===== src/rtl/rt_pkg.sv =====
// Package rt_pkg
// Holds the default geometry shared by the rename table and its bench.
// Assumes tag value 0 is reserved to mean "no pending producer".
package rt_pkg;
    localparam int DEF_NUM_REGS = 4;
    localparam int DEF_DATA_W   = 64;
    localparam int DEF_TAG_W    = 4;
endpackage


===== src/rtl/rt_entry.sv =====
// Module rt_entry
// One register's storage: pending producer tag plus committed value.
// Assumes new_tag_i is nonzero whenever rename_i is high.
module rt_entry #(
    parameter int DATA_W = 64,
    parameter int TAG_W  = 4
) (
    input  logic              clk,
    input  logic              rst_n,
    input  logic              rename_i,
    input  logic [TAG_W-1:0]  new_tag_i,
    input  logic              bus_valid_i,
    input  logic [TAG_W-1:0]  bus_tag_i,
    input  logic [DATA_W-1:0] bus_data_i,
    output logic [TAG_W-1:0]  tag_o,
    output logic [DATA_W-1:0] value_o,
    output logic              hit_o
);
    logic [TAG_W-1:0]  tag_q;
    logic [DATA_W-1:0] value_q;
    logic              hit;

    // Detect a broadcast aimed at this entry's pending producer.
    always_comb begin
        hit = bus_valid_i && (bus_tag_i != '0) && (tag_q == bus_tag_i);
    end

    // Update the tag: a rename wins over a clear.
    always_ff @(posedge clk) begin
        if (!rst_n)        tag_q <= '0;
        else if (rename_i) tag_q <= new_tag_i;
        else if (hit)      tag_q <= '0;
    end

    // Capture broadcast data into the register value.
    always_ff @(posedge clk) begin
        if (!rst_n)   value_q <= '0;
        else if (hit) value_q <= bus_data_i;
    end

    assign tag_o   = tag_q;
    assign value_o = value_q;
    assign hit_o   = hit;

    AST_RENAME_TAKES: assert property (@(posedge clk) disable iff (!rst_n)
        rename_i |=> (tag_q == $past(new_tag_i)));
    AST_MATCH_WRITES: assert property (@(posedge clk) disable iff (!rst_n)
        (bus_valid_i && bus_tag_i != '0 && tag_o == bus_tag_i) |=> (value_q == $past(bus_data_i)));
    AST_MATCH_CLEARS: assert property (@(posedge clk) disable iff (!rst_n)
        (bus_valid_i && bus_tag_i != '0 && tag_o == bus_tag_i && !rename_i) |=> (tag_q == '0));
    AST_IDLE_HOLDS: assert property (@(posedge clk) disable iff (!rst_n)
        (!rename_i && !(bus_valid_i && bus_tag_i != '0 && tag_o == bus_tag_i))
        |=> ($stable(tag_q) && $stable(value_q)));
endmodule


===== src/rtl/rt_read_port.sv =====
// Module rt_read_port
// Combinational source lookup with bypass of a same-cycle matching broadcast.
// Assumes the per-entry hit flags are already qualified by valid and nonzero tag.
module rt_read_port #(
    parameter int NUM_REGS = 4,
    parameter int DATA_W   = 64,
    parameter int TAG_W    = 4,
    localparam int IDX_W   = (NUM_REGS > 1) ? $clog2(NUM_REGS) : 1
) (
    input  logic [IDX_W-1:0]                 idx_i,
    input  logic [NUM_REGS-1:0][TAG_W-1:0]   tags_i,
    input  logic [NUM_REGS-1:0][DATA_W-1:0]  values_i,
    input  logic [NUM_REGS-1:0]              hits_i,
    input  logic [DATA_W-1:0]                bus_data_i,
    output logic [DATA_W-1:0]                value_o,
    output logic [TAG_W-1:0]                 tag_o
);
    // Select the entry, forwarding the broadcast when it resolves the entry now.
    always_comb begin
        if (hits_i[idx_i]) begin
            value_o = bus_data_i;
            tag_o   = '0;
        end else begin
            value_o = values_i[idx_i];
            tag_o   = tags_i[idx_i];
        end
    end
endmodule


===== src/rtl/rename_table.sv =====
// Module rename_table
// Register result status table: per-register producer tags, two source
// lookups at issue, destination rename, and result bus snooping.
// Assumes iss_tag is nonzero when iss_valid is high.
module rename_table #(
    parameter int NUM_REGS = rt_pkg::DEF_NUM_REGS,
    parameter int DATA_W   = rt_pkg::DEF_DATA_W,
    parameter int TAG_W    = rt_pkg::DEF_TAG_W,
    localparam int IDX_W   = (NUM_REGS > 1) ? $clog2(NUM_REGS) : 1
) (
    input  logic              clk,
    input  logic              rst_n,
    input  logic              iss_valid,
    input  logic [IDX_W-1:0]  iss_src_a,
    input  logic [IDX_W-1:0]  iss_src_b,
    input  logic [IDX_W-1:0]  iss_dst,
    input  logic [TAG_W-1:0]  iss_tag,
    input  logic              bus_valid,
    input  logic [TAG_W-1:0]  bus_tag,
    input  logic [DATA_W-1:0] bus_data,
    output logic [DATA_W-1:0] src_a_value,
    output logic [TAG_W-1:0]  src_a_tag,
    output logic [DATA_W-1:0] src_b_value,
    output logic [TAG_W-1:0]  src_b_tag
);
    logic [NUM_REGS-1:0][TAG_W-1:0]  tags;
    logic [NUM_REGS-1:0][DATA_W-1:0] values;
    logic [NUM_REGS-1:0]             hits;

    for (genvar g = 0; g < NUM_REGS; g++) begin : g_entry
        rt_entry #(.DATA_W(DATA_W), .TAG_W(TAG_W)) u_entry (
            .clk         (clk),
            .rst_n       (rst_n),
            .rename_i    (iss_valid && (iss_dst == IDX_W'(g))),
            .new_tag_i   (iss_tag),
            .bus_valid_i (bus_valid),
            .bus_tag_i   (bus_tag),
            .bus_data_i  (bus_data),
            .tag_o       (tags[g]),
            .value_o     (values[g]),
            .hit_o       (hits[g])
        );
    end

    rt_read_port #(.NUM_REGS(NUM_REGS), .DATA_W(DATA_W), .TAG_W(TAG_W)) u_read_a (
        .idx_i (iss_src_a), .tags_i (tags), .values_i (values), .hits_i (hits),
        .bus_data_i (bus_data), .value_o (src_a_value), .tag_o (src_a_tag)
    );

    rt_read_port #(.NUM_REGS(NUM_REGS), .DATA_W(DATA_W), .TAG_W(TAG_W)) u_read_b (
        .idx_i (iss_src_b), .tags_i (tags), .values_i (values), .hits_i (hits),
        .bus_data_i (bus_data), .value_o (src_b_value), .tag_o (src_b_tag)
    );

    AST_ISSUE_TAG_NONZERO: assert property (@(posedge clk) disable iff (!rst_n)
        iss_valid |-> (iss_tag != '0));
    AST_BYPASS_READY: assert property (@(posedge clk) disable iff (!rst_n)
        (bus_valid && bus_tag != '0 && tags[iss_src_a] == bus_tag)
        |-> (src_a_tag == '0 && src_a_value == bus_data));
    AST_NULL_BUS_INERT: assert property (@(posedge clk) disable iff (!rst_n)
        (!iss_valid && (!bus_valid || bus_tag == '0)) |=> $stable(tags));
endmodule


===== config.mk =====
export PLATFORM = sky130hd
export DESIGN_NAME = rename_table
export DESIGN_NICKNAME = d
export VERILOG_FILES = /design/src/rtl/rt_pkg.sv /design/src/rtl/rt_entry.sv /design/src/rtl/rt_read_port.sv /design/src/rtl/rename_table.sv
export SDC_FILE = /design/constraint.sdc
export NUM_CORES = 1
export LEC_CHECK = 0
export BUFFER_PORTS_ARGS = -buffer_cell sky130_fd_sc_hd__buf_2
export CAP_MARGIN = 10
export CORE_ASPECT_RATIO = 1.2
export CORE_MARGIN = 3
export CORE_UTILIZATION = 39
export DETAILED_ROUTE_END_ITERATION = 16
export PLACE_DENSITY = 0.66
export SLEW_MARGIN = 20
export SYNTH_ARGS = -nofsm -noshare
export SYNTH_HDL_FRONTEND = slang
export SYNTH_SLANG_ARGS = --single-unit

===== constraint.sdc =====
create_clock -name clk -period 5.3 [get_ports clk]
set_input_delay 0.53 -clock clk [delete_from_list [all_inputs] [get_ports clk]]
set_output_delay 0.53 -clock clk [all_outputs]
set_load 0.01 [all_outputs]

==> impl_results.md, run 1 <==
- Initial Util: 39.7%
- Cts hold-fix bufs: 0
- Post-synthesis async set-or-reset flop share: 0%
- Post-CTS Repair Setup Buffers: 0
- Minimum clock period: 3.95 ns
- Post-synth top area cell: dfxtp_1
- H-tree levels: 1
- Slew @ Worst Pin: 1.09 ns
- Final #Nets: 1760
- Synth Register Bits: 272
- Critical Path RT: 4.77 ns
- Sink Count: 272
- DR DRC count: 0
- Routability congestion estimate from global placement: 0.769
- Vias in the first global route: 12367
- RSZ-0062 raised after global routing: no
- Hold/Removal Path Class: input port to flip-flop
- Seq/Total Area, Yosys: 36.1%
- Top-count cell post-synth: nand2_1
- Post-synthesis cell count: 1549
- Area Overhead vs Synth: 16.1%
- Antenna violations before repair: 8
- Post-DRT Antenna Nets: 0
- FF-to-FF path depth: 6
- I/O Pins: 218
- Setup-failing EPs final: 0
- CTS tree: built
- Arrival time worst endpoint: 3.42 ns
- Distinct cells, synth: 37
- Hold Crit Depth: 3
- Pwr/cell area: 275 mW/mm^2
- Worst slew margin: 27.4%
- Worst setup SP type: flip-flop
- Worst-Skew Late Latency: 0.57 ns
- Layout cell share with drive strength beyond 1: 32.0%
- CTS Buf Count: 30
- Global route overflow: 0
- Dpl hpwl: 25400 um
- Clock Tree Buf Depth: 3
- Post-synth net total: 1631
- Synth area leaders: dfxtp_1, mux4_2, a21boi_0, nand2_1, mux2_2
- WL per Instance: 20.3 um
- Largest net degree at the start of global routing: 117
- Clk slew on worst S/H paths: 0.06 ns
- DR pass1 iterations: 5
- Final Cycle Share: 74.5%
- Synth Flop Type: dfxtp_1
- Setup TNS: 0 ns
- Core area: 0.0380 sq mm
- Final wirelength: 44300 um
- Netlist Area Pre-Place: 0.0151 sq mm
- Top post-synthesis cells by count: nand2_1, a21boi_0, dfxtp_1, mux4_2, mux2_2
- CP max FO: 51
- Total Power: 0.00482 W
- IR drop worst, VDD: 0.239 mV
- First-pass GRT wire length: 69600 um
- Layout fillers: 3560
- Avg Synthesized Cell Area: 9.73 sq um
- Final Hold Vio Count: 0
- Slew Viols, Final: 0
- Lkg Pwr: 6.48 nW
- Yosys top cell area share: 36.1%
- Number of synthesized flops with an enable pin: 0
- Die area: 0.0410 sq mm
- Clock root buffer: clkbuf_16
- Status: complete, no violations
- Die Y: 221 um
- Max Fclk: 253 MHz
- Vias: 12194
- Skew final: 0.0224 ns
- WS Path Type: flip-flop to output port
- Max-Cap Viols: 0
- Drt initial violations: 825
- Yosys warns: 0
- DIE WIDTH: 185 um
- PostCTS Resize Cnt: 0
- Row count: 78
- DR vias/cell: 5.58
- PortBufs: 217
- GRT Total Usage: 21.2%
- CP Capture Type: output port
## stage by stage
step / cells / utilization (%) / hold slack (ns) / worst slack (ns) / cell area [sq um]
after floorplan: 1549 / - / 0.450 / 2.21 / 15100
after global placement: 2125 / 43.2 / 0.458 / 1.35 / 16400
after detailed placement: 2126 / 43.2 / 0.469 / 1.39 / 16400
after CTS: 2179 / 46.0 / 0.230 / 1.31 / 17500
after global routing: 2186 / 46.1 / 0.250 / 1.23 / 17500
final: 2187 / 46.1 / 0.256 / 1.35 / 17500
## layout by cell type, fill, tap and decap left out, types with 3 or more instances in the layout
master       n
mux4_2     136
bufinv_16    3
diode_2      8
mux2_1      18
buf_4       21
a21boi_0   272
xnor2_1     10
nand3_1     18
and2_1       4
nor2b_1      5
clkbuf_16   31
clkbuf_1     5
clkbuf_8    12
xor2_1       6
nand2_1    532
mux2_2     110
buf_2      212
dfxtp_1    272
## layer usage
layer	wire length, um	track usage (%)
met4	1230	7.80
met5	13	0
met1	18400	27.4
met3	2770	2.75
met2	21900	36.3
## flip-flops by register name, summed over array words and instances, names as in the netlist
name                     flops
g_entry.u_entry.value_o    256
g_entry.u_entry.tag_o       16
## layout make-up
class	count	area (sq um)	share of cell area (%)
multi-input cells	1137	9100	52.0
flip-flops and latches	272	5450	31.1
repair buffers	236	1260	7.22
clock buffers	47	946	5.41
well taps	480	601	3.43
clock inverters	6	110	0.629
diodes	8	20.0	0.114
inverters	1	3.75	0.0215
## logic make-up (layout without fill, tap and decap cells)
logic type	count (synthesis)	in the layout	share of synthesized area [%]
mux	264	264	29.9
simple gates	579	579	15.1
other cells	0	8	0
compound gates	278	278	14.1
flops	272	272	36.1
buf+inv	140	290	3.86
xor+xnor	16	16	0.930
## where the power goes
group	total, W	switching, W	internal, W	leakage [nW]
registers	0.00211	0.0000256	0.00208	2.20
logic	0.000487	0.000280	0.000207	3.77
clock network	0.00222	0.000866	0.00136	0.514
total	0.00482	0.00117	0.00364	6.48
## worst paths after layout
| check | slack (ns) | from | end |
|---|---|---|---|
| worst max register to register | 2.68 | g_entry[2].u_entry.tag_o[1] | g_entry[2].u_entry.value_o[49] |
| worst max-delay path | 1.35 | g_entry[2].u_entry.tag_o[1] | src_b_value[8] |
| worst min-delay path | 0.26 | bus_data[34] | g_entry[0].u_entry.value_o[34] |
| worst min register to register | 0.47 | g_entry[2].u_entry.value_o[8] | g_entry[2].u_entry.value_o[8] |
## worst max-delay path, cell delays in order (launching register included)
cell and delay [ns]:
dfxtp_1 0.36, xor2_1 0.18, nor4_1 0.61, nand2_4 0.10, o311ai_4 0.66, buf_12 0.38, mux2_2 0.38, buf_2 0.14
Power figures use the tool's default switching activity.
==> inputs of run 2 (changes only) <==
- PLACE_DENSITY: 0.66 -> 0.68
- clock period: 5.3 -> 3.2 ns (I/O delays scaled with it)
==> run 2 against run 1 <==
Compared with the run above: design area increased by 2.4%; flip-flop and latch count unchanged; global-route usage increased by 0.080 points; wire length increased by 2.5%; die area unchanged; critical endpoint is now src_b_value[29].
==> impl_results.md, run 2 (synthesis gave the netlist of run 1 again) <==
- Status: complete, no violations
- Arrival time worst endpoint: 2.85 ns
- Die area: 0.0410 sq mm
- RSZ-0062 raised after global routing: yes
- Final wirelength: 45500 um
- Row count: 78
- Post-DRT Antenna Nets: 0
- Worst slew margin: 28.9%
- Layout cell share with drive strength beyond 1: 33.6%
- CTS tree: built
- Final Cycle Share: 99.0%
- Clk slew on worst S/H paths: 0.06 ns
- Worst setup SP type: flip-flop
- DR DRC count: 0
- IR drop worst, VDD: 0.358 mV
- Hold/Removal Path Class: input port to flip-flop
- First-pass GRT wire length: 69400 um
- Minimum clock period: 3.17 ns
- WS Path Type: flip-flop to output port
- DR pass1 iterations: 5
- Clock root buffer: clkbuf_16
- Final #Nets: 1780
- Vias: 12274
- Largest net degree at the start of global routing: 115
- Slew @ Worst Pin: 1.07 ns
- Pwr/cell area: 447 mW/mm^2
- Drt initial violations: 955
- Cts hold-fix bufs: 0
- WL per Instance: 20.6 um
- Vias in the first global route: 12432
- Non-Filler Instances: 2207
- Antenna violations before repair: 6
- Critical Path RT: 2.88 ns
- H-tree levels: 1
- Sink Count: 272
- Final design utilization: 47.2%
- Layout fillers: 3429
- Max-Cap Viols: 0
- DR vias/cell: 5.56
- Initial Util: 39.7%
- Sequential Area: 0.00546 sq mm
- Max Fclk: 316 MHz
- CP max FO: 18
- DIE WIDTH: 185 um
- CP Capture Type: output port
- Clock Tree Buf Depth: 3
- Lkg Pwr: 6.68 nW
- Worst-Skew Late Latency: 0.57 ns
- I/O Pins: 218
- Minimum setup slack among reg-to-reg paths: 0.93 ns
- Commonest non-fill, non-tap cell in the layout: nand2_1
- Skew final: 0.0185 ns
- PortBufs: 217
- Area Overhead vs Synth: 18.8%
- Footprint of the multi-input gates: 0.00915 sq mm
- Routability congestion estimate from global placement: 0.776
- Setup-failing EPs final: 0
- Max FFs per register: 256
- Leading cell types in the layout, fill and taps excluded: nand2_1, a21boi_0, dfxtp_1
- Slew Viols, Final: 0
- Die Y: 221 um
- Global route overflow: 0
- GRT Total Usage: 21.3%
- Dpl hpwl: 26200 um
- Final Hold Vio Count: 0
- CTS Buf Count: 30
- Core area: 0.0380 sq mm
- Placed cell count: 2138
## run 2: cell count changes in the layout (fill, tap and decap cells not counted), moves of 6 or more
cell      previous run  this run
buf_12               1         7
clkbuf_8            12         6
dfxtp_1            272       264
dfxtp_2              0         8
mux2_4               0         8
mux2_2             110       104
## run 2: final timing paths
path,startpoint,to,cells after the start
hold / removal,iss_tag[3],g_entry[1].u_entry.tag_o[3],3
setup / recovery,g_entry[2].u_entry.tag_o[3],src_b_value[29],9
setup reg to reg,g_entry[0].u_entry.tag_o[0],g_entry[0].u_entry.value_o[57],6
hold reg to reg,g_entry[1].u_entry.value_o[46],g_entry[1].u_entry.value_o[46],2
## run 2: critical path, cell delays in order, from the launching register on
cell	delay (ns)
dfxtp_2	0.34
xor2_1	0.17
nor4_2	0.34
buf_4	0.18
nand2_4	0.05
o311ai_4	0.29
buf_12	0.20
buf_12	0.18
mux2_2	0.37
buf_2	0.15
## run 2: layout make-up
type                       instances  share of cell area [%]
clock inverter                    15                    1.13
antenna                            5                  0.0699
tap                              480                    3.35
timing repair buffer             256                    9.09
inverter                           1                  0.0210
sequential                       272                    30.5
multi-input combinational       1137                    51.1
clock buffer                      41                    4.76
## run 2: through the flow
stage	setup slack, ns	TNS (ns)	hold WS, ns	total power (W)	cell area, sq um
after CTS	-0.0377	-0.503	0.0101	0.00808	17800
after global routing	-0.0867	-4.23	0.0190	0.00830	17900
final	0.0305	0	0.0332	0.00801	17900
after global placement	0.357	0	0.456	0.00437	16600
after detailed placement	0.281	0	0.466	0.00438	16600
after floorplan	0.534	0	0.450	0.00405	15100
## run 2: repair_timing
| item | 4_1_cts | 5_1_grt |
|---|---|---|
| setup buffers | 3 | 0 |
| gates resized for setup | 17 | 19 |
| endpoints found under the setup margin | 128 | 115 |
| gates cloned | 2 | 3 |
| pin swaps | 4 | 3 |
## run 2: routing by layer
metal  up-vias  part of all wire [%]  track usage [%]  wire [um]
met1      5987                    40             26.8      18100
met5         -                 0.029                0         13
met3        85                   6.4             3.06       2930
met4         2                   2.6             7.85       1200
met2       455                    51             37.0      23200
li1       5745                     -                -          -
## run 2: where the power goes
| group | switching (W) | leakage [nW] | internal, W |
|---|---|---|---|
| sequential | 0.0000430 | 2.20 | 0.00344 |
| combinational | 0.000478 | 3.97 | 0.000372 |
| clock | 0.00148 | 0.515 | 0.00219 |
| total | 0.00200 | 6.68 | 0.00601 |
==> inputs of run 3 (changes only) <==
- GPL_TIMING_DRIVEN: not set -> 0
- PLACE_DENSITY: 0.68 -> 0.66
- clock period: 3.2 -> 3.97 ns (I/O delays scaled with it)
==> run 3 against run 2 <==
Compared with the run above: clock skew fell by 0.011 ns; via count rose by 4.3%; count of clock-buffer cells in the layout grew 2; worst hold slack gained 0.11 ns; critical endpoint is now src_b_value[54].
==> impl_results.md, run 3 (synthesis gave the netlist of run 1 again) <==
- Placed cell count: 2237
- Vias: 12803
- Clock share of power: 43.2%
- Layout cell share with drive strength beyond 1: 29.2%
- Pwr/cell area: 348 mW/mm^2
- DR DRC count: 0
- Lkg Pwr: 6.51 nW
- Combinational share of power: 11.1%
- CP max stage cell: nor4_1
- Dpl hpwl: 34000 um
- Skew final: 0.00704 ns
- Sequential Power Share: 45.6%
- DIE WIDTH: 185 um
- Worst slew margin: 34.8%
- Max Fclk: 261 MHz
- FF-to-FF path depth: 7
- Most frequent CP cell: buf_2
- Max-Cap Viols: 0
- Worst min-delay path startpoint: iss_tag[3]
- RR Startpoint: g_entry[2].u_entry.tag_o[2]
- Non-Filler Instances: 2298
- Final Hold Vio Count: 0
- Worst R2R End: g_entry[2].u_entry.value_o[18]
- Post-DRT Antenna Nets: 0
- Antenna violations before repair: 7
- Post-route cell area: 0.0177 sq mm
- Area Overhead vs Synth: 17.5%
- Pre-CTS WS: -0.0615 ns
- GRT Total Usage: 23.1%
- Arrival time worst endpoint: 3.44 ns
- RSZ-0062 raised after global routing: no
- Worst hold margin: 0.142 ns
- Sink Count: 272
- DR pass1 iterations: 5
- Final wirelength: 48300 um
- Leading cell types in the layout, fill and taps excluded: nand2_1, a21boi_0, dfxtp_1
- H-tree levels: 1
- IR drop worst, VDD: 0.285 mV
- Global route overflow: 0
- Routability congestion estimate from global placement: 0.862
- DR vias/cell: 5.57
- CP Capture Type: output port
- Minimum clock period: 3.83 ns
- PortBufs: 208
- Largest net degree at the start of global routing: 14
- Cell internal pwr: 0.00459 W
- Max incr delay on CP: 0.47 ns
- CTS tree: built
- Worst hold endpoint: g_entry[3].u_entry.tag_o[3]
- Sw Share: 25.4%
- Die Y: 221 um
- WL per Instance: 21.0 um
- Hold/Removal Path Class: input port to flip-flop
- Max FFs per register: 256
- Slew @ Worst Pin: 0.977 ns
- I/O Pins: 218
- Worst-Skew Late Latency: 0.55 ns
- Commonest non-fill, non-tap cell in the layout: nand2_1
- Status: complete, no violations
- Core area: 0.0380 sq mm
- Drt initial violations: 1184
- Final #Nets: 1873
- CP max FO: 10
- Critical Path, Cell by Cell: xor2_1 > nor4_1 > nand2_2 > o311ai_4 > buf_2 > buf_4 > mux2_2 > buf_2
- WP buf/inv: 3
- Clock Tree Buf Depth: 3
- Hold Crit Depth: 3
- Total Power: 0.00616 W
- Worst setup margin: 0.136 ns
- WS Path Type: flip-flop to output port
- Setup-failing EPs final: 0
- Minimum setup slack among reg-to-reg paths: 1.10 ns
- CTS Buf Count: 28
- First-pass GRT wire length: 74100 um
- Post-DP Area: 0.0167 sq mm
- Clock root buffer: clkbuf_16
- Clk slew on worst S/H paths: 0.06 ns
- Worst setup SP type: flip-flop
- Row count: 78
- Final Cycle Share: 96.6%
- Initial Util: 39.7%
- Vias in the first global route: 13030
- Critical Path RT: 3.57 ns
- Slew Viols, Final: 0
- Die area: 0.0410 sq mm
- Delay-heaviest family, CP: buffers and inverters
- Layout fillers: 3596
- Switching pwr: 0.00157 W
==> run 3: changes by cell type in the layout (fill, tap and decap cells not counted), moves of 5 or more <==
cell | previous run | this run
clkbuf_1 | 5 | 111
buf_1 | 0 | 15
buf_4 | 24 | 9
buf_2 | 212 | 220
dfxtp_1 | 264 | 272
dfxtp_2 | 8 | 0
mux2_4 | 8 | 0
buf_12 | 7 | 0
mux2_2 | 104 | 110
buf_8 | 5 | 0
==> run 3: power groups by stage <==
stage                     combinational [W]  sequential (W)  clock, W
after global placement             0.000672         0.00287         0
after global routing               0.000740         0.00282   0.00280
after CTS                          0.000687         0.00281   0.00269
final                              0.000687         0.00281   0.00266
after detailed placement           0.000681         0.00287         0
after floorplan                    0.000409         0.00286         0
==> run 3: final cells by class <==
cell class / count / area (sq um) / area share, %
Buffer: 139 / 578 / 3.27
Sequential cell: 272 / 5450 / 30.8
Antenna cell: 5 / 12.5 / 0.0707
Inverter: 1 / 3.75 / 0.0212
Clock buffer: 43 / 848 / 4.79
Multi-Input combinational cell: 1137 / 9070 / 51.2
Clock inverter: 9 / 75.1 / 0.424
Tap cell: 480 / 601 / 3.39
Timing Repair Buffer: 212 / 1070 / 6.05
==> run 3: repair_timing <==
item,in CTS,in global routing
gates resized for setup,2,1
setup buffers,1,3
hold buffers,0,0
gates cloned,0,0
pin swaps,1,1
setup endpoints to repair,107,32
==> run 3: how the worst max path moves through the flow <==
stage                                 from              end  slack (ns)  cells past startpoint
3_3_place_gp                    bus_tag[2]  src_a_value[59]       -0.11                     10
6_report       g_entry[2].u_entry.tag_o[2]  src_b_value[54]        0.14                      8
4_1_cts        g_entry[1].u_entry.tag_o[2]  src_a_value[59]        0.02                      9
3_5_place_dp                    bus_tag[2]  src_a_value[59]       -0.06                     10
2_1_floorplan                   bus_tag[2]  src_a_value[47]        1.15                      8
5_1_grt        g_entry[2].u_entry.tag_o[1]  src_b_value[59]        0.03                      8
==> run 3: metrics by stage <==
| step | util (%) | setup TNS, ns |
|---|---|---|
| 2_1_floorplan | - | 0 |
| 3_3_place_gp | 44.0 | -1.44 |
| 3_5_place_dp | 44.0 | -0.166 |
| 4_1_cts | 46.5 | 0 |
| 5_1_grt | 46.6 | 0 |
| 6_report | 46.6 | 0 |
==> run 3: tightest hold or removal path: cells and delay by family <==
kind                   cells  cell delay [ns]
AO/OA/AOI/OAI              1             0.06
buffers and inverters      1             0.12
AND/OR/NAND/NOR            1             0.05
==> run 3: routing by layer <==
layer	vias to the layer above	share of wire [%]	global-route usage, %
li1	5925	-	-
met1	6276	40	29.2
met2	492	50	39.6
met3	106	6.6	2.99
met4	4	3.8	9.30
met5	-	0.068	0
